<file path="src/rtl/cascade_arb_pkg.sv">
package cascade_arb_pkg;

  localparam int BANK_LINES = 8;
  localparam int IDX_W      = $clog2(BANK_LINES);
  localparam int LINE_W     = $clog2(2 * BANK_LINES) + 1;

  typedef logic [BANK_LINES-1:0] bankVec_t;

  // control -> datapath strobes, all single-cycle
  typedef struct packed {
    bankVec_t raiseM;
    bankVec_t raiseS;
    bankVec_t lowerM;
    bankVec_t lowerS;
    bankVec_t clrM;
    bankVec_t clrS;
    logic     ackStb;
    logic     trigWrM;
    logic     trigWrS;
  } arbStrobes_t;

  typedef struct packed {
    logic             found;
    logic [IDX_W-1:0] idx;
  } pick_t;

  function automatic pick_t lowestSet(input bankVec_t v);
    pick_t r;
    r.found = 1'b0;
    r.idx   = '0;
    for (int i = BANK_LINES - 1; i >= 0; i--) begin
      if (v[i]) begin
        r.found = 1'b1;
        r.idx   = IDX_W'(i);
      end
    end
    return r;
  endfunction

endpackage

</file>
<file path="src/rtl/arb_ctrl.sv">
module arb_ctrl
  import cascade_arb_pkg::*;
#(
  parameter int CASCADE_LINE = 2
) (
  input  logic              raiseValid,
  input  logic [LINE_W-1:0] raiseLine,
  input  logic              lowerValid,
  input  logic [LINE_W-1:0] lowerLine,
  input  logic              ack,
  input  logic              isrClrEn,
  input  logic              isrClrSel,
  input  bankVec_t          isrClrMask,
  input  logic              trigWrEn,
  input  logic              trigWrSel,
  output arbStrobes_t       stb
);

  localparam int TOTAL_LINES = 2 * BANK_LINES;

  logic     raiseOk, lowerOk, raiseHi, lowerHi;
  bankVec_t rawLowerM, rawLowerS;

  assign raiseOk = raiseValid && (int'(raiseLine) < TOTAL_LINES);
  assign lowerOk = lowerValid && (int'(lowerLine) < TOTAL_LINES);
  assign raiseHi = raiseLine[IDX_W];
  assign lowerHi = lowerLine[IDX_W];

  always_comb begin
    stb        = '0;
    rawLowerM  = '0;
    rawLowerS  = '0;
    if (raiseOk) begin
      if (raiseHi) begin
        stb.raiseS[raiseLine[IDX_W-1:0]] = 1'b1;
        stb.raiseM[CASCADE_LINE]          = 1'b1;
      end else begin
        stb.raiseM[raiseLine[IDX_W-1:0]] = 1'b1;
      end
    end
    if (lowerOk) begin
      if (lowerHi) rawLowerS[lowerLine[IDX_W-1:0]] = 1'b1;
      else         rawLowerM[lowerLine[IDX_W-1:0]] = 1'b1;
    end
    // raise beats lower on the same line
    stb.lowerM  = rawLowerM & ~stb.raiseM;
    stb.lowerS  = rawLowerS & ~stb.raiseS;
    stb.clrM    = (isrClrEn && !isrClrSel) ? isrClrMask : '0;
    stb.clrS    = (isrClrEn &&  isrClrSel) ? isrClrMask : '0;
    stb.ackStb  = ack;
    stb.trigWrM = trigWrEn && !trigWrSel;
    stb.trigWrS = trigWrEn &&  trigWrSel;
  end

endmodule

</file>
<file path="src/rtl/arb_datapath.sv">
module arb_datapath
  import cascade_arb_pkg::*;
#(
  parameter int       VEC_W        = 8,
  parameter int       CASCADE_LINE = 2,
  parameter bankVec_t TRIG_MASK_M  = 8'hF8,
  parameter bankVec_t TRIG_MASK_S  = 8'hDE
) (
  input  logic             clk,
  input  logic             rst_n,
  input  arbStrobes_t      stb,
  input  bankVec_t         masterMask,
  input  bankVec_t         slaveMask,
  input  logic [VEC_W-1:0] masterBase,
  input  logic [VEC_W-1:0] slaveBase,
  input  bankVec_t         trigWrData,
  output logic             intPending,
  output logic [VEC_W-1:0] vector,
  output bankVec_t         masterReq,
  output bankVec_t         slaveReq,
  output bankVec_t         masterInService,
  output bankVec_t         slaveInService,
  output bankVec_t         masterTrig,
  output bankVec_t         slaveTrig
);

  localparam logic [VEC_W-1:0] LAST_OFS = VEC_W'(BANK_LINES - 1);
  localparam bankVec_t CAS_BIT = bankVec_t'(1) << CASCADE_LINE;

  bankVec_t mReq, sReq, mIsr, sIsr, mTrig, sTrig;
  logic [VEC_W-1:0] vecQ, vecD;

  bankVec_t mUnm, sUnm, mAck, sAck;
  pick_t    mPick, sPick;
  logic     useSlave, slaveHit;

  // arbitration over current register state
  always_comb begin
    mUnm     = mReq & ~masterMask;
    sUnm     = sReq & ~slaveMask;
    mPick    = lowestSet(mUnm);
    sPick    = lowestSet(sUnm);
    useSlave = (mPick.found && (int'(mPick.idx) == CASCADE_LINE)) ||
               (!mPick.found && sPick.found);
    mAck     = '0;
    sAck     = '0;
    slaveHit = 1'b0;
    vecD     = masterBase + LAST_OFS;
    if (useSlave) begin
      if (sPick.found) begin
        vecD             = slaveBase + VEC_W'(sPick.idx);
        sAck[sPick.idx]  = 1'b1;
        mAck             = CAS_BIT;
        slaveHit         = 1'b1;
      end else begin
        vecD = slaveBase + LAST_OFS;
      end
    end else if (mPick.found) begin
      vecD            = masterBase + VEC_W'(mPick.idx);
      mAck[mPick.idx] = 1'b1;
    end
  end

  // next-state of request / in-service registers
  bankVec_t mReqClr, sReqClr, sAfter, mReqD, sReqD, mIsrD, sIsrD;
  logic     casCheck, casDrop;

  always_comb begin
    mReqClr  = stb.ackStb ? (mAck & ~mTrig & ~CAS_BIT) : '0;
    sReqClr  = stb.ackStb ? (sAck & ~sTrig) : '0;
    sAfter   = sReq & ~sReqClr & ~stb.lowerS;
    casCheck = (stb.ackStb && slaveHit) || (|stb.lowerS);
    casDrop  = casCheck && ((sAfter & ~slaveMask) == '0);
    mReqD    = (mReq & ~mReqClr & ~stb.lowerM & ~(casDrop ? CAS_BIT : '0))
               | stb.raiseM;
    sReqD    = sAfter | stb.raiseS;
    mIsrD    = (mIsr & ~stb.clrM) | (stb.ackStb ? mAck : '0);
    sIsrD    = (sIsr & ~stb.clrS) | (stb.ackStb ? sAck : '0);
  end

  always_ff @(posedge clk or negedge rst_n) begin
    if (!rst_n) begin
      mReq  <= '0;
      sReq  <= '0;
      mIsr  <= '0;
      sIsr  <= '0;
      mTrig <= '0;
      sTrig <= '0;
      vecQ  <= '0;
    end else begin
      mReq <= mReqD;
      sReq <= sReqD;
      mIsr <= mIsrD;
      sIsr <= sIsrD;
      if (stb.trigWrM) mTrig <= trigWrData & TRIG_MASK_M;
      if (stb.trigWrS) sTrig <= trigWrData & TRIG_MASK_S;
      if (stb.ackStb)  vecQ  <= vecD;
    end
  end

  assign intPending      = (|mUnm) || (|sUnm);
  assign vector          = vecQ;
  assign masterReq       = mReq;
  assign slaveReq        = sReq;
  assign masterInService = mIsr;
  assign slaveInService  = sIsr;
  assign masterTrig      = mTrig;
  assign slaveTrig       = sTrig;

endmodule

</file>
<file path="src/rtl/cascade_irq_arbiter.sv">
module cascade_irq_arbiter
  import cascade_arb_pkg::*;
#(
  parameter int       VEC_W        = 8,
  parameter int       CASCADE_LINE = 2,
  parameter bankVec_t TRIG_MASK_M  = 8'hF8,
  parameter bankVec_t TRIG_MASK_S  = 8'hDE
) (
  input  logic                  clk,
  input  logic                  rst_n,
  input  logic                  raiseValid,
  input  logic [LINE_W-1:0]     raiseLine,
  input  logic                  lowerValid,
  input  logic [LINE_W-1:0]     lowerLine,
  input  logic [BANK_LINES-1:0] masterMask,
  input  logic [BANK_LINES-1:0] slaveMask,
  input  logic [VEC_W-1:0]      masterBase,
  input  logic [VEC_W-1:0]      slaveBase,
  input  logic                  ack,
  input  logic                  isrClrEn,
  input  logic                  isrClrSel,
  input  logic [BANK_LINES-1:0] isrClrMask,
  input  logic                  trigWrEn,
  input  logic                  trigWrSel,
  input  logic [BANK_LINES-1:0] trigWrData,
  output logic                  intPending,
  output logic [VEC_W-1:0]      vector,
  output logic [BANK_LINES-1:0] masterReq,
  output logic [BANK_LINES-1:0] slaveReq,
  output logic [BANK_LINES-1:0] masterInService,
  output logic [BANK_LINES-1:0] slaveInService,
  output logic [BANK_LINES-1:0] masterTrig,
  output logic [BANK_LINES-1:0] slaveTrig
);

  arbStrobes_t stb;

  arb_ctrl #(.CASCADE_LINE(CASCADE_LINE)) u_ctrl (
    .raiseValid (raiseValid),
    .raiseLine  (raiseLine),
    .lowerValid (lowerValid),
    .lowerLine  (lowerLine),
    .ack        (ack),
    .isrClrEn   (isrClrEn),
    .isrClrSel  (isrClrSel),
    .isrClrMask (isrClrMask),
    .trigWrEn   (trigWrEn),
    .trigWrSel  (trigWrSel),
    .stb        (stb)
  );

  arb_datapath #(
    .VEC_W        (VEC_W),
    .CASCADE_LINE (CASCADE_LINE),
    .TRIG_MASK_M  (TRIG_MASK_M),
    .TRIG_MASK_S  (TRIG_MASK_S)
  ) u_dp (
    .clk             (clk),
    .rst_n           (rst_n),
    .stb             (stb),
    .masterMask      (masterMask),
    .slaveMask       (slaveMask),
    .masterBase      (masterBase),
    .slaveBase       (slaveBase),
    .trigWrData      (trigWrData),
    .intPending      (intPending),
    .vector          (vector),
    .masterReq       (masterReq),
    .slaveReq        (slaveReq),
    .masterInService (masterInService),
    .slaveInService  (slaveInService),
    .masterTrig      (masterTrig),
    .slaveTrig       (slaveTrig)
  );

endmodule

</file>
<file path="config.mk">
export PLATFORM = sky130hd
export DESIGN_NAME = cascade_irq_arbiter
export DESIGN_NICKNAME = d
export VERILOG_FILES = /design/src/rtl/cascade_arb_pkg.sv /design/src/rtl/arb_ctrl.sv /design/src/rtl/arb_datapath.sv /design/src/rtl/cascade_irq_arbiter.sv
export SDC_FILE = /design/constraint.sdc
export NUM_CORES = 1
export LEC_CHECK = 0
export BUFFER_PORTS_ARGS = -buffer_cell sky130_fd_sc_hd__buf_4
export CAP_MARGIN = 10
export CORE_MARGIN = 2
export CORE_UTILIZATION = 50
export DETAILED_ROUTE_END_ITERATION = 10
export PLACE_DENSITY_LB_ADDON = 0.12
export SLEW_MARGIN = 10
export SYNTH_ARGS = -nofsm -noshare
export SYNTH_HDL_FRONTEND = slang
export SYNTH_HIERARCHICAL = 1
export SYNTH_SLANG_ARGS = --single-unit
</file>
<file path="constraint.sdc">
create_clock -name clk -period 6.2 [get_ports clk]
set_input_delay 0.31 -clock clk [delete_from_list [all_inputs] [get_ports clk]]
set_output_delay 0.31 -clock clk [all_outputs]
set_load 0.1 [all_outputs]
</file>
* After elaboration in Yosys (flattened, before gate mapping)
Cells that the tools add are included.
** Storage, ports and cells
- Input port bits :: 67
- Word-level logic and storage cells :: 127
- Bits in registers :: 51
** Cells by class
- $add $sub $neg :: 4
- Order comparisons :: 10
- Eq/ne operators :: 1
- Bitwise gates (word level) :: 31
- Reductions and logical operators :: 24
- Muxes and demuxes :: 50
** Operators by type and width (number)
- $mux 8 :: 18
- $and 8x8->8 :: 14
- $not 8->8 :: 13
- $mux 4 :: 16
- $or 8x8->8 :: 4
- $reduce_or 8->1 :: 3
- $add 8x3->8 :: 2
- $add 8x3->8 const B :: 2
- $lt 3x4->1 const B :: 4
- $mux 16 :: 1
- $logic_and 1x1->1 :: 14
- $demux 1 s3 :: 4
- $ge 3x1->1 const B :: 4
- $lt 5x5->1 const B :: 2
- $logic_not 8->1 :: 1
- $mux 1 :: 7
- $mux 3 :: 2
- $mux 5 :: 1
- $eq 3x3->1 const B :: 1
- $logic_not 1->1 :: 3
- $logic_or 1x1->1 :: 3
- $mux 2 :: 1

* Depth between registers and ports, before layout
- Depth in word-level cells :: 28
- Depth in mapped cells :: 14
- Mapped depth without buffers :: 14

* By module
The synthesis kept the hierarchy.
** By module, submodules not included
- arb_datapath :: area each 3004.1 um^2, cells each 314, instances 1, seq. area each 1276.2 um^2
- arb_ctrl :: area each 474.2 um^2, cells each 76, instances 1, seq. area each 0.0 um^2

* Least setup slack after synthesis
OpenSTA, ideal clock, no wires.
- Path type :: register to register
- Start point :: reg u_dp.sReq[6] (netlist: u_dp/slaveReq[6])
- End point :: reg u_dp.vecQ[6] (netlist: u_dp/vector[6])
- Data required time :: 6.064 ns
- Setup slack :: 3.066 ns
- Library setup time :: 0.136 ns
- Stages on the path, launching flop included :: 14
- Arrival :: 2.998 ns
- Clock period less this slack :: 3.134 ns
- Path through :: dfrtp_1 nand2b_1 a21oi_1 o22ai_1 or2_2 ha_1 fa_1 a21oi_1 nor2b_1 nand3_1 xor2_1 nand2_1 o211ai_1 o21ai_0
** On the way
- Word-level cells in the longest chain between the ends :: 11
- Elaborated cells on any way between the ends :: 13
- Those cells by class :: add/sub (1); mux (9); bitwise (1); reduce/logical (2)
** RTL lines
- start, declared :: RTL line arb_datapath.sv:30 : bankVec_t mReq, sReq, mIsr, sIsr, mTrig, sTrig;
- start signal, assigned :: RTL line arb_datapath.sv:92 : sReq <= sReqD;
- $and 8x8->8 (*) :: RTL line arb_datapath.sv:40 : sUnm = sReq & ~slaveMask;
- $mux 4 (*) (7 in series) :: RTL line cascade_arb_pkg.sv:32 : if (v[i]) begin
- $add 8x3->8 or $logic_and 1x1->1 (tied branches) :: RTL line arb_datapath.sv:51, arb_datapath.sv:44
- $mux 8 or $logic_or 1x1->1 (tied branches) :: RTL line arb_datapath.sv:50, arb_datapath.sv:43
- $mux 8 (*) :: RTL line arb_datapath.sv:49 : if (useSlave) begin
- end signal, assigned :: RTL line arb_datapath.sv:97 : if (stb.ackStb) vecQ <= vecD;
- end, declared :: RTL line arb_datapath.sv:31 : logic [VEC_W-1:0] vecQ, vecD;
Mark *: on every way between the ends. The rest lies on a longest branch, timed or not.
A chain may end at the register's enable or synchronous reset.

* Worst setup path in the final report
- Start point :: reg u_dp.mReq[4] (netlist: u_dp/masterReq[4])
- End point :: reg u_dp.vecQ[7] (netlist: u_dp/vector[7])
** On the way
- Word-level cells in the longest chain between the ends :: 10
- Elaborated cells on any way between the ends :: 14
- Those cells by class :: add/sub (1); eq/ne (1); mux (7); bitwise (1); reduce/logical (4)
** RTL lines
- start, declared :: RTL line arb_datapath.sv:30
- start signal, assigned :: RTL line arb_datapath.sv:91 : mReq <= mReqD;
- $and 8x8->8 (*) :: RTL line arb_datapath.sv:39 : mUnm = mReq & ~masterMask;
- $mux 4 (*) (5 in series) :: RTL line cascade_arb_pkg.sv:32
- parallel branches: the longest is 3 deep, another holds $add 8x3->8
- $mux 8 (*) :: RTL line arb_datapath.sv:49
Every way passes the cells marked *.

==> summary.txt <==
Pwr
  – Static leakage: 2.120 nW
  – Maximum vdd ir drop: 0.5264 mV
  – Pwr/cell area: 554.1 mW/mm²

Floorplanning
  – Height of the die: 87.41 µm
  – Number of cell rows: 30
  – Die area: 0.007640 mm²
  – Area of the core: approximately 0.0068 mm²
  – Ports: between 100 and 150
  – Initial Utilization: 0.5148
  – Die Span X: about 87 µm

Place
  – RePlAce Congestion: 0.9612
  – Port bufs: 117
  – Dpl hpwl: 8515 µm
  – Post-place setup slack: 3.250 ns
  – Placed insts: 578
  – Placement Cell Area: 0.004387 mm²

Clock tree
  – Cts bufs inserted: 5
  – Clk sinks: 51
  – CTS tree: done
  – CTS H-tree lvls: 2
  – Postcts setup bufs: 0
  – Reg clk slew, reported paths: roughly 0.10 ns
  – Post-CTS Hold Buffers: 0
  – Clk buf depth: 2
  – Clock latency on the worst-skew pair: 0.32 ns
  – Post_cts resized: 0
  – Clk root buf: clkbuf_8

Layout
  – Filler Cells Inserted: 601
  – Multi-input gate area: 0.002012 mm²
  – Non-Filler Instances: around 590
  – Antenna cells: 0
  – Post-route cell area: 0.004499 mm²
  – Final nets: 580
  – Fraction of layout cells with a size suffix above 1: 0.3043
  – Layout area overhead: 29.35%
  – Register Area: around 0.0013 mm²

Yosys
  – Synth area leaders: dfrtp_1 (37%), nand2b_1 (3.6%), inv_1 (3.5%)
  – Async SR Flop Fraction: 1.000
  – EDFF count, synth: 0
  – Number of library cell types mapped by synthesis: 70
  – Post-Syn Instances: 390
  – FF+latch count, synth: 51
  – Syn_area_per_cell: 8.919 µm²
  – Top FF cell, synth: dfrtp_1
  – Synth top area share: 0.3669
  – Most common cell in the netlist: dfrtp_1
  – Post-synth top cells: dfrtp_1 (51), inv_1 (32), nor2_1 (31)
  – Synth warn: 6
  – Seq/Total Area, Yosys: 0.3669
  – Synthesized area: 0.003478 mm²
  – Yosys top cell by area: dfrtp_1

Timing
  – Final Max Tran Viols: 0
  – Setup violators final: 0
  – Fmax: 328.9 MHz
  – Final worst-path cycle share: 0.4904
  – Least-Margin Pin Slew: between 0.7 and 0.8 ns
  – Fin. Hold Viols: 0
  – PnR worst setup slack: 3.160 ns
  – TNS Setup: 0 ns
  – Slew HR: 0.4781
  – RSZ-0062 raised after global routing: no
  – Clock skew: 0.01810 ns
  – Final min period: 3.040 ns

Critical path
  – Worst R2R End: u_dp/vector[7]
  – Crit path max fanout: 5
  – Arrival @ worst endpoint: 3.25 ns
  – R2R setup slack: 3.16 ns
  – Length in cells of the worst reg-to-reg path: 11
  – Worst path required time: ~6.4 ns
  – Worst r2r src: u_dp/masterReq[4]
  – Crit Path Category: reg2reg
  – Startpoint Class: flip-flop
  – Worst setup EP type: flip-flop

Drt
  – Metal2 WL: between 5000 and 6000 µm
  – Via count: around 3400
  – Initial drt markers: 167
  – Vias per cell: 5.734
  – Drt pass-1 iters: 4
  – Detailed-route wire length: 10510 µm
  – Wire per inst: 17.94 µm
  – WL met1: 4366 µm
  – DRC viols: 0
  – Post-DRT Antenna Nets: 0
  – Met3 wire length: 724 µm
  – Top layer in use: met4

Global route
  – Grt total ovfl: 0
  – Vias in the first global route: approximately 3300
  – Initial antenna violation count: 0
  – First-pass GRT wire length: 16020 µm
  – Total GRT Usage: 0.2732
  – Largest net degree at the start of global routing: 52

Status
  – Outcome: complete, no violations

Run
  – Maximum capacitance violations: 0

Hold path
  – Hold Path Class: in2async
state kept, by name, indices dropped and copies added (netlist names):
register,count
u_dp/masterTrig,5
u_dp/masterInService,8
u_dp/masterReq,8
u_dp/slaveReq,8
u_dp/vector,8
u_dp/slaveInService,8
u_dp/slaveTrig,6
how the worst max path moves through the flow:
stage                      start        endpoint  slack (ns)  cells past startpoint
6_report       u_dp/masterReq[4]  u_dp/vector[7]        3.16                     11
5_1_grt        u_dp/masterReq[4]  u_dp/vector[7]        3.03                     11
4_1_cts        u_dp/masterReq[4]  u_dp/vector[7]        3.26                     11
3_5_place_dp       masterMask[6]  u_dp/vector[4]        3.25                     15
3_3_place_gp   u_dp/masterReq[4]  u_dp/vector[7]        3.29                     11
2_1_floorplan   u_dp/slaveReq[6]  u_dp/vector[6]        3.07                     13
worst max-delay path, cell delays in order (launching register included):
cell and delay [ns]:
dfrtp_1 0.41, nor2b_1 0.19, o21ai_0 0.55, nor2b_1 0.40
ha_1 0.30, a21o_1 0.16, a21oi_1 0.29, nor2_1 0.13
xor2_1 0.16, nor2_1 0.10, a211oi_1 0.06, a21o_1 0.19
layer usage:
layer  global-route usage  up-vias
met5                    0        -
met4              0.07413        0
met3              0.03886       17
met2               0.4738      124
met1               0.3549     1612
li1                     -     1607
through the flow:
stage	util	hold WS, ns	total power [mW]
3_3_place_gp	0.6493	0.3794	2.234
2_1_floorplan	-	0.01441	1.866
3_5_place_dp	0.6493	0.3816	2.253
6_report	0.6659	0.007410	2.493
5_1_grt	0.6659	0.06552	2.597
4_1_cts	0.6659	0.03954	2.493
placed cells by master (no fill, tap or decap), types with 9 or more instances in the layout:
master / instances
and2_1: 10
nor3_1: 14
nand2_1: 22
buf_4: 117
dfrtp_1: 51
a21oi_1: 16
nand2b_1: 20
nor2_1: 31
o21ai_0: 14
mux2_2: 10
nor4_1: 12
o22ai_1: 9
and3_1: 9
inv_1: 32
nor2b_1: 16
layout make-up:
cell class,count,area share
tap,80,0.02225
clock buffer,5,0.01529
sequential,51,0.2836
inverter,32,0.02670
clock inverter,3,0.009733
timing repair buffer,117,0.1952
multi-input combinational,298,0.4472
logic make-up after synthesis:
kind of cell	Yosys count	synth area share
other cells	1	0.001078
buf+inv	45	0.05899
xor+xnor	12	0.03022
compound gates	80	0.1540
simple gates	181	0.3176
flops	51	0.3669
fa+ha+maj	8	0.03309
mux	12	0.03813
power by group:
part	total, mW	internal (mW)	switching, mW
registers	0.539	0.449	0.0907
logic	1.71	0.408	1.31
clock network	0.240	0.120	0.120
Note: power is estimated with default switching activity, not from simulation.
